## src/rtl/dp_pkg.sv

```systemverilog
package dp_pkg;
  localparam int NUM_REGS = 6;
  localparam int SEL_W    = 2;
  localparam int OP_W     = 3;

  typedef enum logic [2:0] {
    OP_ADD  = 3'd0,
    OP_SUB  = 3'd1,
    OP_AND  = 3'd2,
    OP_OR   = 3'd3,
    OP_XOR  = 3'd4,
    OP_NOT  = 3'd5,
    OP_NEG  = 3'd6,
    OP_PASS = 3'd7
  } alu_op_e;

  // Register file slots; read-bus codes match slots 0..3.
  typedef enum int {
    SLOT_AC = 0,
    SLOT_MD = 1,
    SLOT_CR = 2,
    SLOT_SR = 3,
    SLOT_B  = 4,
    SLOT_IR = 5
  } reg_slot_e;
endpackage

```

## src/rtl/dp_en_reg.sv

```systemverilog
module dp_en_reg #(
  parameter int W = 8
) (
  input  logic         clk,
  input  logic         rst,
  input  logic         en,
  input  logic [W-1:0] d,
  output logic [W-1:0] q
);
  always_ff @(posedge clk) begin
    if (rst)     q <= '0;
    else if (en) q <= d;
  end
endmodule

```

## src/rtl/dp_read_mux.sv

```systemverilog
module dp_read_mux #(
  parameter int W     = 8,
  parameter int SRCS  = 4,
  localparam int SW   = $clog2(SRCS)
) (
  input  logic [W-1:0] src [SRCS],
  input  logic [SW-1:0] sel,
  output logic [W-1:0] bus
);
  always_comb begin
    bus = '0;
    for (int i = 0; i < SRCS; i++) begin
      if (sel == SW'(i)) bus = src[i];
    end
  end
endmodule

```

## src/rtl/dp_alu.sv

```systemverilog
module dp_alu
  import dp_pkg::*;
#(
  parameter int W = 8
) (
  input  logic [W-1:0]    lhs,
  input  logic [W-1:0]    rhs,
  input  logic [OP_W-1:0] op,
  input  logic            cin,
  output logic [W-1:0]    res,
  output logic            zero
);
  logic [W-1:0] cin_ext;
  assign cin_ext = {{(W-1){1'b0}}, cin};

  always_comb begin
    unique case (alu_op_e'(op))
      OP_ADD:  res = lhs + rhs + cin_ext;
      OP_SUB:  res = lhs - rhs - cin_ext;
      OP_AND:  res = lhs & rhs;
      OP_OR:   res = lhs | rhs;
      OP_XOR:  res = lhs ^ rhs;
      OP_NOT:  res = ~lhs;
      OP_NEG:  res = -lhs;
      default: res = lhs;
    endcase
  end

  assign zero = (res == '0);
endmodule

```

## src/rtl/two_bus_datapath.sv

```systemverilog
module two_bus_datapath
  import dp_pkg::*;
#(
  parameter int W = 8
) (
  input  logic         clk,
  input  logic         rst,
  input  logic [W-1:0] ext_in,
  input  logic [1:0]   rd_sel,
  input  logic         wr_sel,
  input  logic [2:0]   alu_op,
  input  logic         alu_cin,
  input  logic         we_ac,
  input  logic         we_md,
  input  logic         we_cr,
  input  logic         we_sr,
  input  logic         we_b,
  input  logic         we_ir,
  input  logic         we_z,
  output logic [W-1:0] ac_o,
  output logic [W-1:0] md_o,
  output logic [W-1:0] cr_o,
  output logic [W-1:0] sr_o,
  output logic [W-1:0] ir_o,
  output logic         z_o
);
  localparam int RD_SRCS = 1 << SEL_W;

  logic [W-1:0]        regs_q [NUM_REGS];
  logic [NUM_REGS-1:0] we_vec;
  logic [W-1:0]        rd_src [RD_SRCS];
  logic [W-1:0]        read_bus;
  logic [W-1:0]        alu_res;
  logic                alu_zero;
  logic [W-1:0]        write_bus;
  logic [W-1:0]        b_q;
  logic [0:0]          z_q;

  // Phase one: every bus from pre-edge state.
  always_comb begin
    we_vec          = '0;
    we_vec[SLOT_AC] = we_ac;
    we_vec[SLOT_MD] = we_md;
    we_vec[SLOT_CR] = we_cr;
    we_vec[SLOT_SR] = we_sr;
    we_vec[SLOT_B]  = we_b;
    we_vec[SLOT_IR] = we_ir;
  end

  genvar gi;
  generate
    for (gi = 0; gi < RD_SRCS; gi++) begin : g_rd_src
      assign rd_src[gi] = regs_q[gi];
    end
  endgenerate

  dp_read_mux #(.W(W), .SRCS(RD_SRCS)) u_rd_mux (
    .src (rd_src),
    .sel (rd_sel),
    .bus (read_bus)
  );

  assign b_q = regs_q[SLOT_B];

  dp_alu #(.W(W)) u_alu (
    .lhs  (b_q),
    .rhs  (read_bus),
    .op   (alu_op),
    .cin  (alu_cin),
    .res  (alu_res),
    .zero (alu_zero)
  );

  assign write_bus = wr_sel ? alu_res : ext_in;

  // Phase two: all enabled destinations commit on one edge.
  generate
    for (gi = 0; gi < NUM_REGS; gi++) begin : g_regs
      dp_en_reg #(.W(W)) u_reg (
        .clk (clk),
        .rst (rst),
        .en  (we_vec[gi]),
        .d   (write_bus),
        .q   (regs_q[gi])
      );
    end
  endgenerate

  dp_en_reg #(.W(1)) u_zflag (
    .clk (clk),
    .rst (rst),
    .en  (we_z),
    .d   (alu_zero),
    .q   (z_q)
  );

  assign ac_o = regs_q[SLOT_AC];
  assign md_o = regs_q[SLOT_MD];
  assign cr_o = regs_q[SLOT_CR];
  assign sr_o = regs_q[SLOT_SR];
  assign ir_o = regs_q[SLOT_IR];
  assign z_o  = z_q[0];
endmodule

```

## config.mk

```make
export PLATFORM = sky130hd
export DESIGN_NAME = two_bus_datapath
export DESIGN_NICKNAME = d
export VERILOG_FILES = /design/src/rtl/dp_pkg.sv /design/src/rtl/dp_en_reg.sv /design/src/rtl/dp_read_mux.sv /design/src/rtl/dp_alu.sv /design/src/rtl/two_bus_datapath.sv
export SDC_FILE = /design/constraint.sdc
export NUM_CORES = 1
export LEC_CHECK = 0
export BUFFER_PORTS_ARGS = -buffer_cell sky130_fd_sc_hd__buf_2
export CAP_MARGIN = 20
export CORE_MARGIN = 5
export CORE_UTILIZATION = 51
export CTS_CLUSTER_SIZE = 14
export DETAILED_ROUTE_END_ITERATION = 7
export GPL_TIMING_DRIVEN = 0
export PLACE_DENSITY_LB_ADDON = 0.15
export SLEW_MARGIN = 10
export SYNTH_ARGS = -nofsm -noshare
export SYNTH_HDL_FRONTEND = slang
export SYNTH_SLANG_ARGS = --single-unit
```

## constraint.sdc

```tcl
create_clock -name clk -period 4.4 [get_ports clk]
set_input_delay 0.88 -clock clk [delete_from_list [all_inputs] [get_ports clk]]
set_output_delay 0.88 -clock clk [all_outputs]
set_load 0.1 [all_outputs]
```

; ---- Word level (Yosys, flattened, before mapping)
; Cells that the tools add are included.
[word_totals]
reg_bits = 49
input_bits = 24
out_inout_bits = 41
word_cells = 34
[classes]
n_addsub = 5
eq_ne = 9
muxes = 6
bitwise_logic = 4
reduce_logical = 3
[ops]
columns = operator, count
row1 = 8-bit one-hot mux with 7 select lines, 1
row2 = 8-bit two-way mux, 5
row3 = 3-bit == test (second input constant), 3
row4 = 8-bit by 1-bit adder with 8-bit output, 1
row5 = 8-bit adder, 1
row6 = 8-bit bitwise AND, 1
row7 = 8-bit logical NOT, 1
row8 = 8-bit negator, 1
row9 = 8-bit inverter, 1
row10 = 8-bit OR, 1
row11 = 8-bit by 1-bit subtractor with 8-bit output, 1
row12 = 8-bit subtractor, 1
row13 = 8-bit XOR, 1
row14 = 3-bit by 2-bit == test with 1-bit output (second input constant), 2
row15 = 2-bit == test (second input constant), 2
row16 = 3-bit by 1-bit == test with 1-bit output (second input constant), 1
row17 = 3-bit logical NOT, 1
row18 = 2-bit by 1-bit == test with 1-bit output (second input constant), 1
row19 = 2-bit logical NOT, 1

; ---- Depth between registers and ports, before layout
; Gate-level depths: netlist of run 1.
[logic_depth]
word_depth = 9
mapped_depth = 14
depth_no_buf = 13

; ---- Modules after synthesis
; From an unflattened synthesis of run 1, not the netlist that was laid out.
[hier_totals]
hier_cells = 380
hier_area_um2 = 3552.2
[by_module_without_submodules]
columns = mod, n_inst, cells_per_inst, area_per_inst_um2, seq_area_each_um2
row1 = dp_en_reg (g_regs[0].u_reg ...), 6, 26, 285.3, 160.2
row2 = dp_alu, 1, 202, 1478.9, 0.0
row3 = dp_read_mux, 1, 10, 196.4, 0.0
row4 = two_bus_datapath, 1, 9, 131.4, 0.0
row5 = dp_en_reg (u_zflag), 1, 3, 33.8, 20.0

; ---- Least setup slack after synthesis of run 1
; No wires, ideal clock.
[synth_path]
kind = input to register
start = input port rd_sel[0]
end = register g_regs[0].u_reg.q[5]
setup_ns = 0.142
arrival_ns = 3.991
required_time_ns = 4.258
path_slack_ns = 0.267
stages = 13
path_buffers = 1
path_cell_list = clkbuf_1 -> mux4_2 -> inv_1 -> fa_1 -> ha_1 -> o21ai_1 -> nand3_1 -> a31oi_1 -> xor2_1 -> nor2_1 -> o32a_2 -> mux2i_4 -> a211oi_1
[synth_between]
elab_chain_cells = 9
word_cells_on_any_way = 17
classes_between = add/sub: 4 / eq/ne: 3 / mux: 6 / bitwise: 3 / reduce/logical: 1
[synth_lines]
columns = item, line_no
row1 = from (decl), two_bus_datapath.sv:9  ; input logic [1:0] rd_sel,
row2 = 2-bit logical NOT, dp_read_mux.sv:13  ; if (sel == SW'(i)) bus = src[i];
row3 = 8-bit two-way mux (3 in series), dp_read_mux.sv:13
row4 = 8-bit two-way mux *, dp_read_mux.sv:13
row5 = 8-bit subtractor or 8-bit adder (tied branches), "dp_alu.sv:19, dp_alu.sv:18"
row6 = 8-bit by 1-bit subtractor with 8-bit output or 8-bit by 1-bit adder with 8-bit output (tied branches), "dp_alu.sv:19, dp_alu.sv:18"
row7 = 8-bit one-hot mux with 7 select lines *, dp_alu.sv:17  ; unique case (alu_op_e'(op))
row8 = 8-bit two-way mux *, two_bus_datapath.sv:74  ; assign write_bus = wr_sel ? alu_res : ext_in;
row9 = to (signal assigned), dp_en_reg.sv:11  ; if (rst) q <= '0;
row10 = to (signal assigned), dp_en_reg.sv:12  ; else if (en) q <= d;
row11 = to (decl), dp_en_reg.sv:8  ; output logic [W-1:0] q
; Every way passes the cells marked *; elsewhere a longest branch is shown, timed or not.
; A chain may end at the register's enable or synchronous reset.

; ---- Worst setup path in the final report of run 1
; Ends and elaborated chain as after synthesis.

==> metrics, run 1 <==
Finished Core Util 59.6%; WP data required 4560 ps; row count 30; GRT overflow 0; Max Clock Freq 246 MHz; GR peak layer met2; Synth warnings 0; CP max FO 8; Clock transition at path regs 90 ps; CTS Buf Count 5; Worst Setup End Kind flop; Fillers 634; Final Setup Violations 0; top-area cell type share of the netlist area 27.8%; clock buffer depth 2; count of different cell masters after synthesis 62; GRT met1 Usage 28.7%; syn avg cell area 8.81 sq um; met2 global-route usage 37.8%; PD cells 377 nW/um^2; number of synthesized register bits 49; Post-Syn Nets 458; Antenna Nets Post-Route 0; Pins Over Slew Limit 0; CP max stage cell mux4_2; total core area 6760 sq um; antenna violations before repair 0; GRT Resource Usage Total 22.1%; Clk Latency, worst-skew pair 300 ps; most frequent cells in the layout 65 x buf_2, 58 x nor2_1, 49 x dfxtp_1, 33 x inv_1, 29 x ha_1; Min Clock Period, post-route 4060 ps; leakage 0.00180 uW; post-DP HPWL 7.52 mm; Fin. Hold Viols 0; layout cell share with drive strength beyond 1 22.6%; data arrival time of the critical path 4220 ps; drt wl/cell 16.8 microns; Max VDD drop 0.252 mV; number of remaining DRC errors 0; Area Overhead vs Synth 13.9%; via count 3109; Seq/Total Area, Yosys 27.8%; Syn Inst Count 401; initial DRC count 130; Starting Density 52.3%; min setup slack post-route 340 ps; Primary FF master, synth dfxtp_1; CTS Sinks 49; die area 8690 sq um; placer congestion estimate 0.946; vias in the first global route 3148; area leader, netlist dfxtp_1; Post-synth EDFFs 0; max_slew headroom 62.1%; RSZ-0062 raised after global routing false; first-pass GRT wire length 15.5 mm; startpoint types input pin; worst min path class flop to flop; CP max stage delay 620 ps; CTS tree done; Die Y 93.2 microns; Final period util 92.3%; drt first pass iters 4; status complete, no violations; commonest non-fill, non-tap cell in the layout buf_2; Ant. Diodes 0; Die X-Extent 93.2 microns; CP cell instances clkbuf_2 -> mux4_2 -> inv_1 -> fa_1 -> ha_1 -> o21ai_1 -> nand3_1 -> a31oi_1 -> xor2_1 -> nor2_1 -> o32a_2 -> mux2i_4 -> a211oi_1; met3 GRT Util 4.10%; IO Count 65; Post-Place Worst Slack -264 ps; clk root buf clkbuf_8; number of port buffers 60; Worst Skew 5.92 ps; vias per cell 5.66; slew at the pin closest to its max-slew limit 554 ps; share of flip-flops with an asynchronous set or reset 0%; Post-CTS Hold Fix Bufs 0; Crit Path Category input pin to flop; H-tree Lvls 2; max cap viols 0; pin count of the biggest net entering global routing 17; PnR Total Power 1520 uW; dominant cells by area after synthesis dfxtp_1 28%, ha_1 10%, mux2i_1 6.5%, nor2_1 6.2%, a211oi_1 5.7%; Post-Synthesis Cell Area 3530 sq um; Final #Nets 525; total routed wirelength 9.24 mm
-- worst max-delay path: cells and delay by family --
kind | cells | cell delay (ps)
and+or+nand+nor | 2 | 210
buffers and inverters | 2 | 390
xor gates and xnor gates | 1 | 170
adders and majority gates | 2 | 670
muxes | 2 | 870
AOI/OAI and AO/OA | 4 | 1010
-- registers in the layout, indices dropped and copies added, names as in the netlist --
| signal | count |
|---|---|
| g_regs.u_reg.q | 48 |
| u_zflag.q | 1 |
-- cell usage after synthesis, types with 3 or more instances --
library cell,count
xor2_1,4
nand2_1,15
buf_2,5
o21ai_1,3
ha_1,29
a22oi_1,3
mux2i_1,23
a211oi_1,27
fa_1,4
o21ai_0,15
nand2b_1,11
nor2b_1,4
o221ai_1,3
clkbuf_1,13
a211oi_2,3
nor2_1,58
dfxtp_1,49
nor3_1,4
mux4_2,8
a21oi_1,11
xnor2_1,13
nand3_1,8
o22ai_1,3
inv_1,33
-- cells by family (layout without fill, tap and decap cells) --
kind of cell             count (synthesis)  in the layout  synth area share (%)
AO/OA/AOI/OAI                           98             98                  20.8
AND/OR/NAND/NOR                        110            110                  14.2
XOR/XNOR                                17             17                  4.21
adder cells (fa/ha/maj)                 33             33                  12.5
multiplexers                            34             34                  13.3
flip-flops                              49             49                  27.8
buffers and inverters                   60            128                  7.22
-- area by class of cell --
class                           instances  area, sq um  area share, %
Clock buffer                            5         68.8           1.71
Inverter                               36          135           3.36
Buffer                                 24          121           3.02
Sequential cell                        49          981           24.4
Multi-Input combinational cell        292         2300           57.1
Timing Repair Buffer                   60          300           7.46
Clock inverter                          3         21.3          0.528
Tap cell                               80          100           2.49
-- routing by layer --
metal,up-vias,share of wire (%)
li1,1554,-
met1,1470,44
met2,79,50
met3,6,5.4
met4,0,0.66
met5,-,0
-- report_power, final --
| part | total (uW) | leakage (uW) | internal (uW) | switching [uW] |
|---|---|---|---|---|
| Combinational | 736 | 0.00135 | 222 | 515 |
| Sequential | 515 | 0.000406 | 483 | 32.1 |
| Clock | 265 | 0.0000445 | 113 | 152 |
| Total | 1520 | 0.00180 | 817 | 699 |
-- worst paths after layout --
check,slack [ps],from,depth (start not counted),to
worst min register to register,480,g_regs[5].u_reg.q[4]$_SDFFE_PP0P_,2,g_regs[5].u_reg.q[4]$_SDFFE_PP0P_
worst min-delay path,480,g_regs[5].u_reg.q[4]$_SDFFE_PP0P_,2,g_regs[5].u_reg.q[4]$_SDFFE_PP0P_
worst max register to register,940,g_regs[3].u_reg.q[0]$_SDFFE_PP0P_,12,g_regs[0].u_reg.q[5]$_SDFFE_PP0P_
worst max-delay path,340,rd_sel[0],13,g_regs[0].u_reg.q[5]$_SDFFE_PP0P_
-- metrics by stage --
| step | instances | hold WS (ps) | TNS (ps) | area [sq um] |
|---|---|---|---|---|
| after floorplan | 401 | 479 | 0 | 3530 |
| after global placement | 541 | 459 | -1610 | 3930 |
| after detailed placement | 541 | 462 | -1850 | 3930 |
| after CTS | 549 | 486 | 0 | 4020 |
| after global routing | 549 | 521 | 0 | 4030 |
| final | 549 | 484 | 0 | 4030 |
-- repair_timing --
action / 4_1_cts / 5_1_grt
setup endpoints to repair: 0 / 8
buffers inserted: 0 / 0
resized for setup: 0 / 2
(Power assumes the default switching activity.)
==> run 2: changes to the inputs <==
--- a/config.mk
+++ b/config.mk
@@ -5,14 +5,17 @@
 export SDC_FILE = /design/constraint.sdc
 export NUM_CORES = 1
 export LEC_CHECK = 0
-export BUFFER_PORTS_ARGS = -buffer_cell sky130_fd_sc_hd__buf_2
 export CAP_MARGIN = 20
+export CELL_PAD_IN_SITES_DETAIL_PLACEMENT = 0
+export CELL_PAD_IN_SITES_GLOBAL_PLACEMENT = 1
 export CORE_MARGIN = 5
-export CORE_UTILIZATION = 51
+export CORE_UTILIZATION = 44
 export CTS_CLUSTER_SIZE = 14
 export DETAILED_ROUTE_END_ITERATION = 7
+export DONT_BUFFER_PORTS = 1
 export GPL_TIMING_DRIVEN = 0
 export PLACE_DENSITY_LB_ADDON = 0.15
+export REMOVE_ABC_BUFFERS = 1
 export SLEW_MARGIN = 10
 export SYNTH_ARGS = -nofsm -noshare
 export SYNTH_HDL_FRONTEND = slang
==> metrics, run 2 (same netlist as run 1, synthesis figures left out) <==
initial DRC count 109; Ant. Diodes 0; most frequent cells in the layout 58 x nor2_1, 49 x dfxtp_1, 33 x inv_1, 29 x ha_1, 27 x a211oi_1; CTS Buf Count 5; Die X-Extent 99.6 microns; Min Clock Period, post-route 4080 ps; Worst Setup End Kind flop; first-pass GRT wire length 14.3 mm; data arrival time of the critical path 4260 ps; max_slew headroom 31.6%; Antenna Nets Post-Route 0; CP max FO 6; IO Count 65; H-tree Lvls 2; Post-CTS Setup Bufs 0; worst min path class flop to flop; commonest non-fill, non-tap cell in the layout nor2_1; CP cell instances mux4_2 -> inv_1 -> fa_1 -> inv_1 -> ha_1 -> o21ai_1 -> nand3_1 -> a31oi_1 -> xor2_1 -> nor2_1 -> o32a_2 -> mux2i_4 -> a211oi_1; Starting Density 45.5%; CTS Sinks 49; CP Buf/Inv Count 2; Most common cell on crit path inv_1; via count 2774; drt first pass iters 4; CP max stage delay 990 ps; max reg flops 48; die area 9920 sq um; delay-heaviest family, CP flip-flops; Clock transition at path regs 90 ps; post-DP HPWL 6.78 mm; number of remaining DRC errors 0; biggest regs g_regs.u_reg.q x48, u_zflag.q x1; CTS tree done; Worst Skew 2.88 ps; vias in the first global route 2689; WP data required 4580 ps; status complete, no violations; CTS resizes 0; CP max stage cell dfxtp_1; Pins Over Slew Limit 0; PD cells 399 nW/um^2; GRT overflow 0; pin count of the biggest net entering global routing 52; final cell count without fillers 487; vias per cell 5.70; Final Setup Violations 0; Max Clock Freq 245 MHz; startpoint types flop; placed cells 479; placer congestion estimate 0.820; Die Y 99.6 microns; setup tns final 0 ps; clock buffer depth 2; Crit Path Category flop to flop; GRT Resource Usage Total 17.6%; Clk Latency, worst-skew pair 300 ps; Post-CTS Hold Fix Bufs 0; Fin. Hold Viols 0; Max VDD drop 0.317 mV; clk root buf clkbuf_8; Area Overhead vs Synth 3.08%; slew at the pin closest to its max-slew limit 1020 ps; layout cell share with drive strength beyond 1 9.09%; Final period util 92.8%; number of port buffers 0; Final #Nets 441; total core area 7770 sq um; RSZ-0062 raised after global routing false; total routed wirelength 8.77 mm; leakage 0.00147 uW; max cap viols 0; antenna violations before repair 0; row count 32; Largest Register g_regs.u_reg.q; drt wl/cell 18.0 microns
[run 2: cell count changes in the layout (fill, tap and decap cells not counted), sizes merged]
cell and delta:
buf -70, clkbuf -12, clkinvlp -1, inv -1
[run 2: worst paths after layout]
path	to	slack (ps)	cells past startpoint	from
hold / removal	g_regs[4].u_reg.q[7]$_SDFFE_PP0P_	520	2	g_regs[4].u_reg.q[7]$_SDFFE_PP0P_
setup reg to reg	g_regs[5].u_reg.q[5]$_SDFFE_PP0P_	320	13	g_regs[1].u_reg.q[0]$_SDFFE_PP0P_
setup / recovery	g_regs[5].u_reg.q[5]$_SDFFE_PP0P_	320	13	g_regs[1].u_reg.q[0]$_SDFFE_PP0P_
hold reg to reg	g_regs[4].u_reg.q[7]$_SDFFE_PP0P_	520	2	g_regs[4].u_reg.q[7]$_SDFFE_PP0P_
[run 2: area by class of cell]
class | instances | area [sq um]
clock buffer | 7 | 96.3
inverter | 36 | 135
multi-input combinational | 292 | 2300
fill | 777 | 4130
clock inverter | 1 | 5.00
sequential | 49 | 981
tap | 102 | 128
[run 2: worst min-delay path, cell delays in order, from the launching register on]
cell      delay, ps
dfxtp_1         340
nor2_1           90
a211oi_1         50
[run 2: where the power goes]
part / internal, uW / switching (uW) / total [uW]
sequential: 482 / 274 / 755
clock: 142 / 145 / 287
combinational: 188 / 222 / 409
total: 812 / 641 / 1450
[run 2: layer usage]
| metal | GRT usage [%] | wire (microns) | vias to the layer above |
|---|---|---|---|
| li1 | - | - | 1389 |
| met1 | 23.3 | 4070 | 1295 |
| met2 | 28.7 | 3980 | 82 |
| met3 | 4.91 | 641 | 8 |
| met4 | 3.99 | 81 | 0 |
| met5 | 0 | 0 | - |
[run 2: through the flow]
stage / hold WS, ps / utilization, % / setup slack (ps) / cell area [sq um] / total power [uW]
6_report: 519 / 46.9 / 319 / 3640 / 1450
2_1_floorplan: 474 / - / 739 / 3410 / 1080
5_1_grt: 568 / 46.9 / 84.8 / 3640 / 1540
3_3_place_gp: 505 / 45.6 / 325 / 3540 / 1170
3_5_place_dp: 510 / 45.6 / 316 / 3540 / 1180
4_1_cts: 521 / 46.9 / 293 / 3640 / 1460
